==> config.mk <==
export PLATFORM = sky130hd
export DESIGN_NAME = bshift_norm_top
export DESIGN_NICKNAME = d
export VERILOG_FILES = /design/src/rtl/bshift_pkg.sv /design/src/rtl/bshift_lead_enc.sv /design/src/rtl/bshift_core.sv /design/src/rtl/bshift_norm_top.sv
export SDC_FILE = /design/constraint.sdc
export NUM_CORES = 1
export LEC_CHECK = 0
export ABC_CLOCK_PERIOD_IN_PS = 6100
export BUFFER_PORTS_ARGS = -buffer_cell sky130_fd_sc_hd__buf_2
export CORE_ASPECT_RATIO = 1.2
export CORE_MARGIN = 2
export CORE_UTILIZATION = 45
export DETAILED_ROUTE_END_ITERATION = 16
export PLACE_DENSITY = 0.65
export SYNTH_ARGS = -nofsm -noshare
export SYNTH_HDL_FRONTEND = slang
export SYNTH_SLANG_ARGS = --single-unit
==> constraint.sdc <==
create_clock -name clk -period 6.1 [get_ports clk]
set_input_delay 1.22 -clock clk [delete_from_list [all_inputs] [get_ports clk]]
set_output_delay 1.22 -clock clk [all_outputs]
set_load 0.1 [all_outputs]
==> src/rtl/bshift_pkg.sv <==
package bshift_pkg;
  typedef enum logic [1:0] {
    SH_ROTATE = 2'd0,
    SH_LEFT   = 2'd1,
    SH_RIGHT  = 2'd2
  } sh_mode_e;

  function automatic sh_mode_e pick_mode(input logic wrap, input logic right);
    if (wrap) return SH_ROTATE;
    else if (right) return SH_RIGHT;
    else return SH_LEFT;
  endfunction
endpackage

==> src/rtl/bshift_lead_enc.sv <==
module bshift_lead_enc #(
  parameter int W  = 32,
  parameter int CW = $clog2(W)
) (
  input  logic [W-1:0]  word,
  input  logic          sign,
  output logic [CW-1:0] count
);
  logic [W-1:0] masked;

  for (genvar g = 0; g < W; g++) begin : g_mask
    assign masked[g] = word[g] ^ sign;
  end

  always_comb begin
    count = CW'(W - 1);
    for (int i = 0; i < W; i++) begin
      if (masked[i]) count = CW'(W - 1 - i);
    end
  end
endmodule

==> src/rtl/bshift_core.sv <==
module bshift_core
  import bshift_pkg::*;
#(
  parameter int W  = 32,
  parameter int CW = $clog2(W)
) (
  input  logic [W-1:0]  word,
  input  logic          sign,
  input  logic [CW-1:0] amt,
  input  sh_mode_e      mode,
  output logic [W-1:0]  result
);
  localparam int OW = CW + 2;

  logic [3*W-1:0] span;
  logic [2*W-1:0] twin;
  logic [OW-1:0]  off;
  logic [3*W-1:0] span_sh;
  logic [2*W-1:0] twin_sh;

  assign span = {{W{sign}}, word, {W{1'b0}}};
  assign twin = {word, word};

  always_comb begin
    case (mode)
      SH_RIGHT: off = OW'(2 * W) - OW'(amt);
      default:  off = OW'(W) - OW'(amt);
    endcase
  end

  assign span_sh = span >> off;
  assign twin_sh = twin >> off;

  always_comb begin
    if (mode == SH_ROTATE) result = twin_sh[W-1:0];
    else result = span_sh[W-1:0];
  end
endmodule

==> src/rtl/bshift_norm_top.sv <==
module bshift_norm_top
  import bshift_pkg::*;
#(
  parameter int W = 32
) (
  input  logic                 clk,
  input  logic                 rst,
  input  logic                 in_valid,
  output logic                 in_ready,
  input  logic [W-1:0]         in_word,
  input  logic                 in_sign,
  input  logic [$clog2(W)-1:0] in_code,
  input  logic                 in_right,
  input  logic                 in_wrap,
  input  logic                 in_norm,
  input  logic                 in_hi,
  input  logic                 oe,
  output logic                 out_valid,
  input  logic                 out_ready,
  output logic [W/2-1:0]       out_data,
  output logic [$clog2(W)-1:0] out_code
);
  localparam int CW = $clog2(W);
  localparam int H  = W / 2;

  logic [CW-1:0] lead_cnt;
  logic [CW-1:0] eff_amt;
  logic [W-1:0]  shifted;
  logic [H-1:0]  half_sel;
  sh_mode_e      mode;

  logic          full;
  logic [H-1:0]  q_data;
  logic [CW-1:0] q_code;
  logic          take_out;
  logic          take_in;

  bshift_lead_enc #(.W(W), .CW(CW)) u_enc (
    .word  (in_word),
    .sign  (in_sign),
    .count (lead_cnt)
  );

  assign eff_amt = in_norm ? lead_cnt : in_code;
  assign mode    = pick_mode(in_wrap, in_right);

  bshift_core #(.W(W), .CW(CW)) u_core (
    .word   (in_word),
    .sign   (in_sign),
    .amt    (eff_amt),
    .mode   (mode),
    .result (shifted)
  );

  assign half_sel = in_hi ? shifted[W-1:H] : shifted[H-1:0];

  assign take_out = full & oe & out_ready;
  assign in_ready = ~full | take_out;
  assign take_in  = in_valid & in_ready;

  always_ff @(posedge clk) begin
    if (rst) begin
      full   <= 1'b0;
      q_data <= '0;
      q_code <= '0;
    end else begin
      if (take_in) begin
        full   <= 1'b1;
        q_data <= half_sel;
        q_code <= lead_cnt;
      end else if (take_out) begin
        full <= 1'b0;
      end
    end
  end

  assign out_valid = full & oe;
  assign out_data  = oe ? q_data : '0;
  assign out_code  = q_code;
endmodule

==> run summary <==
The sequential cell fraction of total power is 0.134. The post-synthesis net count came out at 808. Dividing the detail-routed via count by the number of cells gives 6.808. For this design, the sink count on the clock tree is 22.

The detailed placement HPWL is 16930 um. The clock passes through at most 2 buffers. The register-to-register setup slack is 4.00 ns. Leaving out fill and tap cells, the most frequent cell in the layout is sky130_fd_sc_hd__mux2i_1.

The cell count of the worst reg-to-reg path is 6. TritonCTS built the clock tree. Measured against its own limit, the worst slew margin works out to 0.2487. The clock network power share is 0.132. The slew at the pin with the worst max-slew slack is 1.119 ns.

The number of search-and-repair iterations in the first detailed-routing pass is 5. The initial core utilization is 0.4575. The remaining global-route overflow came out at 0.

The fraction of synthesis flops using an asynchronous set or reset pin is 0. The type of element launching the critical path is an input port. The die area came out at 0.01259 mm2.

The final layout contains 839 nets. The post-synthesis cell area is 0.005268 mm2. The logic gate share of total power came out at 0.735. On the critical path the largest part of the delay comes from compound AO/OA/AOI/OAI gates. The area taken by multi-input logic gates is 0.004479 mm2. During placement, the flow inserted port buffers numbering 69. The global routing usage summed across all routing layers came out at 0.3418.

The setup fix buffers added after clock tree synthesis is 0. The worst hold path depth came out at 2. The run finished with clean final reports.

The sum of routed wire length over all layers is 21550 um. Internal power comes to 0.5885 mW. The core region is 0.01151 mm2.

The top cell types in the final layout, fill and taps aside, are 83 x sky130_fd_sc_hd__mux2i_1, 81 x sky130_fd_sc_hd__nand2_1, 73 x sky130_fd_sc_hd__nor2_1. The number of antenna violations at the first check in global routing was 0. The antenna diode count came out at 0.

After the first detailed-routing iteration, the DRC count stood at 573. The count of vias placed by the detailed router is 6447. The share of post-route cells with drive strength above 1 came out at 0.1785.

In this run the most critical hold path is launched from out_code[1]. The synthesized design spends more area on one cell type than any other, namely sky130_fd_sc_hd__mux2i_1. The number of max-slew violations in the final report is 0. Setup repair after global routing left no endpoint under its margin. In this run the clock root is driven by a sky130_fd_sc_hd__clkbuf_16.

The class of the tightest hold or removal check is register to register. The storage element area is 440.4 um2. The remaining antenna violation count is 0. Across the VDD grid, the largest voltage drop is 108.6 uV. 70 I/O pins were placed. The most used flip-flop cell after synthesis is sky130_fd_sc_hd__dfxtp_1. The clock network latency to the later pin of the worst-skew pair is 0.27 ns. The die span in x is 102.8 um. The number of hold-repair buffers added at the cts stage came out at 0. The average cell area after synthesis came out at 6.931 um2. The final-layout setup total negative slack came out at 0 ns. For the final database, setup skew stands at 0.003493 ns. The number of global-route vias before repair came to 5995. The share of the Yosys chip area taken by registers is 0.08361. Yosys attributes the largest share of cell area to sky130_fd_sc_hd__mux2i_1 16%, sky130_fd_sc_hd__dfxtp_1 8.4%, sky130_fd_sc_hd__nand2_1 5.8%, sky130_fd_sc_hd__nor2_1 5.2%, sky130_fd_sc_hd__a21oi_1 4.1%.

In this run, CTS created clock tree buffers numbering 3. In this run, synthesis produced a sequential element count of 22. The sort of element at the end of the critical path is a register.

The number of standard cells in the final layout excluding fillers is 947. The signal on the critical path passes through buf_2 -> or3_1 -> nor3_1 -> o221a_2 -> o31ai_1 -> buf_4 -> a311o_1 -> inv_1 -> ha_2 -> o21ai_0 -> a31oi_1 -> and3_1 -> mux4_2 -> mux2_4 -> and2_4 -> a211oi_1 -> o22ai_1 -> a2111oi_2. In the synthesized netlist, the number of instances is 760. The reported leakage power came out at 2.441 nW.

The switching power came out at 0.6819 mW. The number of hold-slack violations in the final timing report is 0. The final-layout fill cell count came out at 1220.

The number of placed cells counting well taps came out at 943. Routability-driven placement finished with a final weighted congestion of 1.042. The area share of the largest cell type after synthesis is 0.1577. The depth of the CTS H-tree is 1.

The share of total power consumed by net switching came out at 0.5367. The max capacitance violation total is 0. The longest individual stage delay on the worst path is 0.51 ns. The die is 122.5 um tall.

The number of cell rows came out at 43. The capturing point of the worst reg2reg path is q_data[13]. The final design utilization came out at 0.5072. The layout-stage area growth over the synthesis result is 10.86%. Of all nets on the critical path, the largest fanout is 32. Among all stages on the critical path, the largest delay is contributed by sky130_fd_sc_hd__mux4_2. After detailed routing, the number of remaining DRC violations is 0.

The path with the worst hold slack has its endpoint at out_code[1]. The number of setup violations in the final report is 0. The yosys synthesis warning count is 0. The maximum number of pins on one net before global-route repair is 42. The worst setup path is of the input port to register kind.

The count of buffer and inverter cells on the critical path is 3. The achievable frequency is 180.5 MHz. The clock-pin slew of the registers on the worst-case setup and hold paths came out at 0.07 ns. The worst path in the final design needs a cycle of 5.540 ns, including I/O delays and setup.

The global-route wire length before repair came out at 33220 um. After detailed routing, the average wire length per cell comes to 22.76 um. The power density relative to cell area is 217.6 mW/mm2.

The data required time at the worst endpoint is 6.26 ns. The number of cells upsized or downsized after cts is 0. The share of the cycle needed by the critical path after routing is 0.9082. The number of enable-type register cells in the synthesized netlist came out at 0. The distinct cell type count after synthesis came out at 85. The worst reg2reg path startpoint is full.

STA puts the critical path data arrival time at 5.70 ns.
state kept, by name (all words and copies together), names as in the netlist:
register  count
q_data       16
full          1
out_code      5
worst max path at each step:
stage	start	to	slack (ns)	cells after the start
2_1_floorplan	in_word[29]	q_data[11]	0.17	19
3_3_place_gp	in_word[10]	q_data[6]	0.45	17
3_5_place_dp	in_word[11]	q_data[6]	0.39	17
4_1_cts	in_sign	q_data[0]	0.66	18
5_1_grt	in_word[11]	q_data[13]	0.29	17
6_report	in_sign	q_data[0]	0.56	18
synthesized netlist by cell type (all sizes together) (7+ instances only):
master,n
a211o,7
a211oi,14
a21oi,44
a221oi,7
a22oi,8
a2bb2oi,10
a31oi,14
and2,26
and3,11
buf,25
clkbuf,46
dfxtp,22
inv,11
mux2,9
mux2i,83
mux4,9
nand2,82
nand2b,8
nand3,36
nand4,8
nor2,73
nor2b,7
nor3,11
o211ai,12
o21a,9
o21ai,43
o22ai,13
o31ai,8
or3,8
cells by family after synthesis:
kind of cell	after synthesis	synth area share
XOR/XNOR	5	0.009741
AO/OA/AOI/OAI	252	0.3439
flip-flops	22	0.08361
adder cells (fa/ha/maj)	2	0.004275
buffers and inverters	82	0.06651
multiplexers	101	0.2162
AND/OR/NAND/NOR	296	0.2758
worst reg2reg max path, stage by stage, from the launching register on:
cell                       delay [ns]
sky130_fd_sc_hd__dfxtp_1         0.32
sky130_fd_sc_hd__nand2_1         0.09
sky130_fd_sc_hd__nand2_1         0.37
sky130_fd_sc_hd__nor2_1          0.56
sky130_fd_sc_hd__nand2_1         0.21
sky130_fd_sc_hd__a211oi_1        0.34
sky130_fd_sc_hd__a221o_1         0.16
routing by layer:
metal | part of all wire | up-vias | GRT usage | routed length, um
li1 | - | 2977 | - | -
met1 | 0.39 | 2971 | 0.4182 | 8301
met2 | 0.47 | 393 | 0.5703 | 10150
met3 | 0.073 | 106 | 0.03815 | 1571
met4 | 0.071 | 0 | 0.2048 | 1533
met5 | 0 | - | 0 | 0
area by class of cell:
class	instances	area share
timing repair buffer	97	0.1016
clock buffer	4	0.01521
sequential	22	0.07542
tap	157	0.03364
multi-input combinational	656	0.7671
inverter	11	0.007071
power by group through the flow:
stage,logic (mW),registers [mW],clock network (mW)
floorplan,0.650,0.176,0
global placement,0.902,0.173,0
detailed placement,0.906,0.173,0
CTS,0.909,0.170,0.168
global route,0.993,0.172,0.170
finish,0.933,0.170,0.167
metrics by stage:
step                      total power, mW  setup WS, ns  hold slack [ns]  area (um2)
after floorplan                    0.8264        0.1691           0.4471        5268
after global placement              1.074        0.4468           0.4436        5751
after detailed placement            1.080        0.3943           0.4558        5751
after CTS                           1.247        0.6552           0.4658        5839
after global routing                1.334        0.2860           0.4837        5839
final                               1.270        0.5599           0.4605        5839
(Power assumes the default switching activity.)
